==> config.mk <==
export PLATFORM = sky130hd
export DESIGN_NAME = fe_sync_bank
export DESIGN_NICKNAME = d
export VERILOG_FILES = /design/src/rtl/fe_sync_pkg.sv /design/src/rtl/fe_word_store.sv /design/src/rtl/fe_tag_engine.sv /design/src/rtl/fe_sync_bank.sv
export SDC_FILE = /design/constraint.sdc
export NUM_CORES = 2
export LEC_CHECK = 0
export ABC_AREA = 1
export BUFFER_PORTS_ARGS = -buffer_cell sky130_fd_sc_hd__buf_4
export CELL_PAD_IN_SITES_DETAIL_PLACEMENT = 1
export CELL_PAD_IN_SITES_GLOBAL_PLACEMENT = 1
export CORE_MARGIN = 1
export CORE_UTILIZATION = 42
export DETAILED_ROUTE_END_ITERATION = 12
export HOLD_SLACK_MARGIN = 0.03
export PLACE_DENSITY_LB_ADDON = 0.1
export SETUP_SLACK_MARGIN = 0.4
export SYNTH_ARGS = -nofsm -noshare
export SYNTH_HDL_FRONTEND = slang
export SYNTH_SLANG_ARGS = --single-unit
==> constraint.sdc <==
create_clock -name clk -period 3.7 [get_ports clk]
set_clock_uncertainty 0.15 [all_clocks]
set_input_delay 0.37 -clock clk [delete_from_list [all_inputs] [get_ports clk]]
set_output_delay 0.37 -clock clk [all_outputs]
set_load 0.1 [all_outputs]
==> src/rtl/fe_sync_pkg.sv <==
package fe_sync_pkg;

    localparam int DATA_W = 64;

    typedef enum logic [1:0] {
        OP_READ     = 2'd0,
        OP_WRITE    = 2'd1,
        OP_LOAD_FE  = 2'd2,
        OP_STORE_EF = 2'd3
    } fe_op_e;

    typedef enum logic [1:0] {
        TRAP_NONE           = 2'd0,
        TRAP_FULL_STORE     = 2'd1,
        TRAP_EXTRA_CONSUMER = 2'd2
    } trap_cause_e;

    localparam logic [1:0] CODE_PLAIN = 2'b00;
    localparam logic [1:0] CODE_FWD   = 2'b01;

    typedef struct packed {
        logic              full;
        logic [DATA_W-1:0] payload;
    } tag_word_t;

    function automatic logic [DATA_W-1:0] align8(input logic [DATA_W-1:0] a);
        return {a[DATA_W-1:3], 3'b000};
    endfunction

    function automatic tag_word_t park_word(input logic [DATA_W-1:0] ret);
        tag_word_t w;
        w.full    = 1'b0;
        w.payload = {ret[DATA_W-1:3], 1'b0, CODE_FWD};
        return w;
    endfunction

    function automatic logic is_forwarding(input tag_word_t w);
        return !w.full && (w.payload[1:0] == CODE_FWD);
    endfunction

endpackage

==> src/rtl/fe_word_store.sv <==
module fe_word_store
    import fe_sync_pkg::*;
#(
    parameter int ADDR_W = 4
) (
    input  logic              clk,
    input  logic              rst,
    input  logic [ADDR_W-1:0] rd_idx,
    output tag_word_t         rd_word,
    input  logic              wr_en,
    input  logic [ADDR_W-1:0] wr_idx,
    input  tag_word_t         wr_word
);
    localparam int DEPTH = 1 << ADDR_W;

    tag_word_t mem [DEPTH];

    always_ff @(posedge clk) begin
        if (rst) begin
            for (int i = 0; i < DEPTH; i++) begin
                mem[i] <= '0;
            end
        end else if (wr_en) begin
            mem[wr_idx] <= wr_word;
        end
    end

    assign rd_word = mem[rd_idx];


    write_lands_chk: assert property (@(posedge clk) disable iff (rst)
        wr_en |=> (mem[$past(wr_idx)] == $past(wr_word)));

endmodule

==> src/rtl/fe_tag_engine.sv <==
module fe_tag_engine
    import fe_sync_pkg::*;
(
    input  logic              acc,
    input  fe_op_e            op,
    input  tag_word_t         word,
    input  logic [DATA_W-1:0] wdata,
    input  logic              wfull,
    input  logic [DATA_W-1:0] ret,
    output logic              we,
    output tag_word_t         new_word,
    output logic              resp_valid,
    output logic [DATA_W-1:0] resp_addr,
    output logic [DATA_W-1:0] resp_data,
    output logic              resp_full,
    output logic              trap_valid,
    output trap_cause_e       trap_cause
);
    logic fwd;
    assign fwd = is_forwarding(word);

    always_comb begin
        we         = 1'b0;
        new_word   = word;
        resp_valid = 1'b0;
        resp_addr  = align8(ret);
        resp_data  = word.payload;
        resp_full  = word.full;
        trap_valid = 1'b0;
        trap_cause = TRAP_NONE;
        if (acc) begin
            case (op)
                OP_READ: begin
                    resp_valid = 1'b1;
                end
                OP_WRITE: begin
                    we            = 1'b1;
                    new_word.full    = wfull;
                    new_word.payload = wdata;
                end
                OP_LOAD_FE: begin
                    if (word.full) begin
                        resp_valid = 1'b1;
                        we         = 1'b1;
                        new_word   = '0;
                    end else if (fwd) begin
                        trap_valid = 1'b1;
                        trap_cause = TRAP_EXTRA_CONSUMER;
                    end else begin
                        we       = 1'b1;
                        new_word = park_word(ret);
                    end
                end
                OP_STORE_EF: begin
                    if (word.full) begin
                        trap_valid = 1'b1;
                        trap_cause = TRAP_FULL_STORE;
                    end else if (fwd) begin
                        resp_valid = 1'b1;
                        resp_addr  = align8(word.payload);
                        resp_data  = wdata;
                        resp_full  = 1'b1;
                        we         = 1'b1;
                        new_word   = '0;
                    end else begin
                        we               = 1'b1;
                        new_word.full    = 1'b1;
                        new_word.payload = wdata;
                    end
                end
                default: ;
            endcase
        end
    end

endmodule

==> src/rtl/fe_sync_bank.sv <==
module fe_sync_bank
    import fe_sync_pkg::*;
#(
    parameter int ADDR_W = 4
) (
    input  logic              clk,
    input  logic              rst,
    input  logic              req_valid,
    output logic              req_ready,
    input  logic [1:0]        req_op,
    input  logic [ADDR_W-1:0] req_idx,
    input  logic [63:0]       req_wdata,
    input  logic              req_wfull,
    input  logic [63:0]       req_ret,
    output logic              resp_valid,
    output logic [63:0]       resp_addr,
    output logic [63:0]       resp_data,
    output logic              resp_full,
    output logic              trap_valid,
    output logic [1:0]        trap_cause,
    output logic [1:0]        trap_op,
    output logic [ADDR_W-1:0] trap_idx,
    output logic [63:0]       trap_ret,
    output logic [63:0]       trap_wdata
);
    logic        acc;
    fe_op_e      op;
    tag_word_t   rd_word;
    tag_word_t   new_word;
    logic        st_we;
    trap_cause_e cause;

    assign req_ready = !rst;
    assign acc       = req_valid && req_ready;
    assign op        = fe_op_e'(req_op);

    fe_word_store #(.ADDR_W(ADDR_W)) store_i (
        .clk     (clk),
        .rst     (rst),
        .rd_idx  (req_idx),
        .rd_word (rd_word),
        .wr_en   (st_we),
        .wr_idx  (req_idx),
        .wr_word (new_word)
    );

    fe_tag_engine engine_i (
        .acc        (acc),
        .op         (op),
        .word       (rd_word),
        .wdata      (req_wdata),
        .wfull      (req_wfull),
        .ret        (req_ret),
        .we         (st_we),
        .new_word   (new_word),
        .resp_valid (resp_valid),
        .resp_addr  (resp_addr),
        .resp_data  (resp_data),
        .resp_full  (resp_full),
        .trap_valid (trap_valid),
        .trap_cause (cause)
    );

    assign trap_cause = cause;
    assign trap_op    = trap_valid ? req_op    : 2'd0;
    assign trap_idx   = trap_valid ? req_idx   : '0;
    assign trap_ret   = trap_valid ? req_ret   : '0;
    assign trap_wdata = trap_valid ? req_wdata : '0;


    reply_needs_req_chk: assert property (@(posedge clk) disable iff (rst)
        (resp_valid || trap_valid) |-> req_valid);


    reply_trap_excl_chk: assert property (@(posedge clk) disable iff (rst)
        !(resp_valid && trap_valid));


    load_full_reply_chk: assert property (@(posedge clk) disable iff (rst)
        (acc && op == OP_LOAD_FE && rd_word.full)
        |-> (resp_valid && resp_data == rd_word.payload));


    forward_reply_chk: assert property (@(posedge clk) disable iff (rst)
        (acc && op == OP_STORE_EF && is_forwarding(rd_word))
        |-> (resp_valid && resp_data == req_wdata));


    full_store_trap_chk: assert property (@(posedge clk) disable iff (rst)
        (acc && op == OP_STORE_EF && rd_word.full)
        |-> (trap_valid && trap_cause == 2'd1 && !st_we));


    extra_consumer_trap_chk: assert property (@(posedge clk) disable iff (rst)
        (acc && op == OP_LOAD_FE && is_forwarding(rd_word))
        |-> (trap_valid && trap_cause == 2'd2 && !st_we));


    aligned_reply_chk: assert property (@(posedge clk) disable iff (rst)
        resp_valid |-> (resp_addr[2:0] == 3'b000));

endmodule

Yosys cells after proc, flatten, opt, wreduce, memory -nomap -nowiden
Memories as Yosys holds them, arrays and structs flattened.
Index checks and enable logic that the tools add are counted.
{"block": "op_classes", "n_eq_ne": 4, "n_mux": 46, "n_reduce_logical": 6}
{"op": "2-to-1 mux 64 bit", "count": 11}
{"op": "2-to-1 mux 65 bit", "count": 5}
{"op": "one-hot mux 65 bit (3 select lines)", "count": 1}
{"op": "OR reduction 65 bit", "count": 1}
{"op": "2-to-1 mux 1 bit", "count": 19}
{"op": "2-to-1 mux 2 bit", "count": 4}
{"op": "2-to-1 mux 4 bit", "count": 2}
{"op": "one-hot mux 1 bit (3 select lines)", "count": 2}
{"op": "== test 2 x 1 -> 1 bit, second input constant", "count": 2}
{"op": "== test 2 bit, second input constant", "count": 2}
{"op": "one-hot mux 2 bit (2 select lines)", "count": 1}
{"op": "logical AND 1 bit", "count": 2}
{"op": "logical NOT 1 bit", "count": 2}
{"op": "logical NOT 2 bit", "count": 1}
{"op": "one-hot mux 1 bit (2 select lines)", "count": 1}
{"block": "totals", "register_bits": 0, "ram_bits": 1040, "input_bits": 138, "out_inout_bits": 268, "elab_cells": 57, "mem_count": 1}
{"memory": "store_i.mem", "words": 16, "width": 65, "rd": 1, "rd_clocked_by_memory_dff": 0, "write_ports": 16, "line_no": "fe_word_store.sv:16", "rtl": "tag_word_t mem [DEPTH];"}

Depth between registers and ports, before layout
An unclocked memory read counts as a cell.
{"block": "logic_depth", "ltp_word": 12, "ltp_mapped": 20, "ltp_nobuf": 18}

By module
Synthesis repeated with hierarchy kept, for this count alone.
{"block": "hier_totals", "cells_unflattened": 6876, "hier_area_um2": 55418.2}
{"module": "fe_word_store", "instances": 1, "cells_per_inst": 5514, "area_per_inst_um2": 49622.6, "seq_area_each_um2": 31230.0}
{"module": "fe_tag_engine", "instances": 1, "cells_per_inst": 1076, "area_per_inst_um2": 4657.0, "seq_area_each_um2": 0.0}
{"module": "fe_sync_bank", "instances": 1, "cells_per_inst": 286, "area_per_inst_um2": 1138.6, "seq_area_each_um2": 0.0}

Least setup slack after synthesis
OpenSTA, ideal clock, no wires.
{"block": "synth_timing", "path_kind": "input -> output", "from": "in req_idx[1]", "to": "out trap_wdata[45]", "arrival_ns": 4.763, "required_time_ns": 3.180, "setup_slack_ns": -1.583, "path_stages": 16, "n_path_buf": 4, "path_cell_list": "buf_2 > inv_2 > buf_4 > nand2_1 > nand3_1 > nand2_1 > nand2_1 > inv_1 > nand2_2 > nor2_4 > nand2_1 > nor2_1 > nor2_1 > buf_2 > buf_2 > nor2_1"}
{"block": "synth_between", "elab_chain_len": 8, "elab_cells_between_ends": 10, "classes_between": "eq/ne: 1; mux: 6; reduce/logical: 2; memory: 1"}
{"element": "start, declared", "line_no": "fe_sync_bank.sv:11", "rtl": "input logic [ADDR_W-1:0] req_idx,"}
{"element": "memory read (16 x 65 bit) *"}
{"element": "== test 2 x 1 -> 1 bit / logical NOT 1 bit (equally long branches)", "line_no": "fe_sync_pkg.sv:38", "rtl": "return !w.full && (w.payload[1:0] == CODE_FWD);"}
{"element": "logical AND 1 bit", "line_no": "fe_sync_pkg.sv:38"}
{"element": "2-to-1 mux 1 bit", "line_no": "fe_tag_engine.sv:46", "rtl": "end else if (fwd) begin"}
{"element": "2-to-1 mux 1 bit", "line_no": "fe_tag_engine.sv:42", "rtl": "if (word.full) begin"}
{"element": "one-hot mux 1 bit (2 select lines) *", "line_no": "fe_tag_engine.sv:32", "rtl": "case (op)"}
{"element": "2-to-1 mux 1 bit *", "line_no": "fe_tag_engine.sv:31", "rtl": "if (acc) begin"}
{"element": "2-to-1 mux 64 bit *", "line_no": "fe_sync_bank.sv:68", "rtl": "assign trap_wdata = trap_valid ? req_wdata : '0;"}
{"element": "end, declared", "line_no": "fe_sync_bank.sv:24", "rtl": "output logic [63:0] trap_wdata"}
Mark *: on every way between the ends. The rest lies on a longest branch, timed or not.

Final worst setup path
{"block": "layout_timing", "from": "mem store_i.mem[8][64] in the netlist's numbering", "to": "out resp_addr[31]"}
{"block": "layout_between", "elab_chain_len": 7}
{"element": "start, declared", "line_no": "fe_word_store.sv:16"}
{"element": "memory read (16 x 65 bit) *"}
{"element": "logical NOT 1 bit", "line_no": "fe_sync_pkg.sv:38"}
{"element": "logical AND 1 bit", "line_no": "fe_sync_pkg.sv:38"}
{"element": "2-to-1 mux 64 bit", "line_no": "fe_tag_engine.sv:58", "rtl": "end else if (fwd) begin"}
{"element": "2-to-1 mux 64 bit *", "line_no": "fe_tag_engine.sv:55", "rtl": "if (word.full) begin"}
{"element": "2-to-1 mux 64 bit *", "line_no": "fe_tag_engine.sv:32"}
{"element": "2-to-1 mux 64 bit *", "line_no": "fe_tag_engine.sv:31"}
{"element": "end, declared", "line_no": "fe_sync_bank.sv:16", "rtl": "output logic [63:0] resp_addr,"}
Marks and branches as above.

==> flow_summary.yaml <==
power:
  vdd_drop_max_uv: 370.3
  p_total_mw: 31.00
  power_density_nw_per_um2: 446.3
  p_leak_nw: 29.15
global_route:
  grt_pass1_wl_um: 346400
  grt_util_all_layers: 0.3809
  grt_max_degree: 89
  grt-ovfl-total: 0
  antenna_found_initial: 12
  grt_pass1_vias: 49078
cts:
  cts_root_buffer: "clkbuf_16"
  htreeDepth: 3
  tritoncts: "yes"
  clk_latency_ns: 0.71
  ctsHoldBuffers: 0
  clk_path_buf_depth: 3
  cts_inserted_buffers: 111
  clkSlewWorstSetupHoldPaths_ns: 0.06
  cts_sinks: 1040
logic_synthesis:
  mappedNetlistArea_um2: 51960
  yosysSeqAreaShare: 0.6011
  ys_warn_count: 0
  yosys_register_bits: 1040
  synth_area_leader_cell: "edfxtp_1"
  syn_avg_cell_area_um2: 8.508
  synth_top_area_frac: 0.6011
  synth_cells: 6107
  netlist_top_cells_area: "edfxtp_1 (60%), nand2_1 (18%), nor2_1 (8.4%), buf_2 (2.5%), inv_1 (2.2%)"
  yosysUniqueCellTypes: 23
die:
  io_pins: 406
  core-area_um2: 122200
  start_util: 0.4252
  die_w_um: 353.7
  die_area_um2: 125100
  rows: 128
  die_h_um: 353.7
worst_setup_path:
  end_kind: "output pin"
  critPathMaxStageDelay_ns: 0.38
  r2r_end: "store_i.mem[1][46]"
  r2r_start: "store_i.mem[8][64]"
  regToRegSetupSlack_ns: 0.10
  crit_arrival_ns: 3.20
  worstPathRequired_ns: 3.18
  slowest_stage: "edfxtp_1"
  r2r_cells: 25
  critPathMaxFanout: 5
  path_cells: "nand2_1 -> nand2_1 -> nand2_1 -> nand3_2 -> nand2_2 -> nand2_4 -> nor2_4 -> buf_8 -> buf_12 -> buf_8 -> buf_16 -> buf_4 -> nand4_1 -> nand2_2 -> nand2_2 -> o21ai_4 -> buf_12"
  startpoint_type: "register"
  path_class: "register to output pin"
place:
  gp_congestion: 0.9531
  port_buffers: 402
  place_ws_ns: 0.1010
  dp_hpwl_um: 149000
route:
  wire_per_inst_um: 29.69
  via_per_inst: 5.834
  ant_nets: 0
  vias: 48756
  first_iter_violations: 5367
  first_pass_iters: 6
  finalWirelength_um: 248100
  drcViolationCount: 0
layout:
  final_cell_mix: "nand2_1 (2369), edfxtp_1 (1040), nor2_1 (1009), buf_4 (428), buf_12 (346)"
  nets: 6772
  largest_reg_flops: 1040
  reg.largest.list: "store_i.mem: 1040 flops"
  drive_above_1_share: 0.2089
  final_common_cell: "nand2_1"
  fillers: 13613
  largest_register: "store_i.mem"
  areaGrowthSynthToFinish_pct: 33.69
sta:
  rsz0062_at_grt: "true"
  hold_violations: 0
  setup_viol: 3
  period_needed_ns: 3.716
  period_share: 1.004
  worst_pin_slew_ns: 1.164
  worst_slack_ns: -0.01635
  report.final.slew_viol_count: 0
  fmax_ghz: 0.2691
  maxSlewHeadroom: 0.2238
run_status:
  status: "finished with violations"
  violations: "negative setup slack"
job:
  max_cap_viol_count: 0
min_path:
  whs_path_depth: 6
  hold_class: "input port to register"
  worstHoldStart: "req_wdata[57]"
  whs_endpoint: "store_i.mem[4][57]"
synthesized netlist by cell type:
cell type / number
inv_1: 302
buf_1: 35
o21ai_1: 16
buf_4: 15
clkbuf_1: 155
nand3_1: 165
edfxtp_1: 1040
a21oi_1: 90
nor2_4: 4
nor2_2: 6
buf_6: 2
o22ai_1: 3
nor2_1: 1167
a32oi_1: 1
conb_1: 1
clkinv_1: 1
o21ai_0: 153
a22oi_1: 72
nand2_2: 11
buf_2: 255
inv_2: 5
nand2_1: 2436
nand4_1: 172
stage by stage:
| step | setup TNS, ns | utilization | cell area [µm²] | hold WS (ns) | std cells |
|---|---|---|---|---|---|
| 2_1_floorplan | -2.596 | - | 53600 | 0.5720 | 6109 |
| 3_3_place_gp | 0 | 0.5036 | 61540 | 0.9059 | 8039 |
| 3_5_place_dp | 0 | 0.5036 | 61540 | 0.9230 | 8039 |
| 4_1_cts | 0 | 0.5557 | 67910 | 0.1623 | 8307 |
| 5_1_grt | -0.3908 | 0.5684 | 69450 | 0.2184 | 8355 |
| 6_report | -0.02731 | 0.5684 | 69460 | 0.2128 | 8357 |
metal layers:
metal | track usage | vias to the layer above | wire length (µm)
met1 | 0.4932 | 24757 | 95500
met3 | 0.05763 | 638 | 21170
met4 | 0.2110 | 4 | 15660
li1 | - | 20787 | -
met5 | 0 | - | 21
met2 | 0.6130 | 2570 | 115700
how the worst max path moves through the flow:
| stage | start | endpoint | cells past startpoint |
|---|---|---|---|
| 6_report | store_i.mem[8][64] | resp_addr[31] | 17 |
| 2_1_floorplan | req_idx[1] | resp_data[26] | 16 |
| 5_1_grt | store_i.mem[8][64] | resp_addr[35] | 16 |
| 4_1_cts | store_i.mem[11][1] | trap_ret[0] | 18 |
| 3_3_place_gp | req_idx[0] | store_i.mem[1][1] | 20 |
| 3_5_place_dp | req_idx[0] | store_i.mem[1][22] | 18 |
cell families after synthesis:
kind of cell | Yosys count | share of synthesized area
AO/OA/AOI/OAI | 335 | 0.03588
buffers and inverters | 770 | 0.06314
flip-flops | 1040 | 0.6011
other | 1 | 0.00007218
AND/OR/NAND/NOR | 3961 | 0.2998
repair_timing:
item                       4_1_cts  5_1_grt
gates cloned                    22       10
gates resized for setup        489      249
setup buffers                   47       28
pin swaps                       24       38
setup endpoints to repair      262      297
power breakdown:
part	switching, mW	leakage (nW)	total (mW)	internal [mW]
combinational	4.76	16.8	6.83	2.07
sequential	0.134	10.7	13.5	13.4
clock	4.78	1.65	10.6	5.87
area by class of cell:
class | count | area (µm²) | area share
Antenna cell | 12 | 30.03 | 0.0004323
Clock buffer | 139 | 2904 | 0.04181
Clock inverter | 60 | 430.4 | 0.006197
Inverter | 308 | 1196 | 0.01722
Multi-Input combinational cell | 4299 | 19660 | 0.2831
Sequential cell | 1040 | 31230 | 0.4496
Tap cell | 1625 | 2033 | 0.02927
Timing Repair Buffer | 874 | 11970 | 0.1724
worst max-delay path: cells and delay by family, from the launching register on:
kind,cells,cell delay (ns)
AND/OR/NAND/NOR,10,1.08
buffers and inverters,6,0.88
flip-flops,1,0.38
AO/OA/AOI/OAI,1,0.11
No activity file was read; power rests on OpenSTA's default activity.
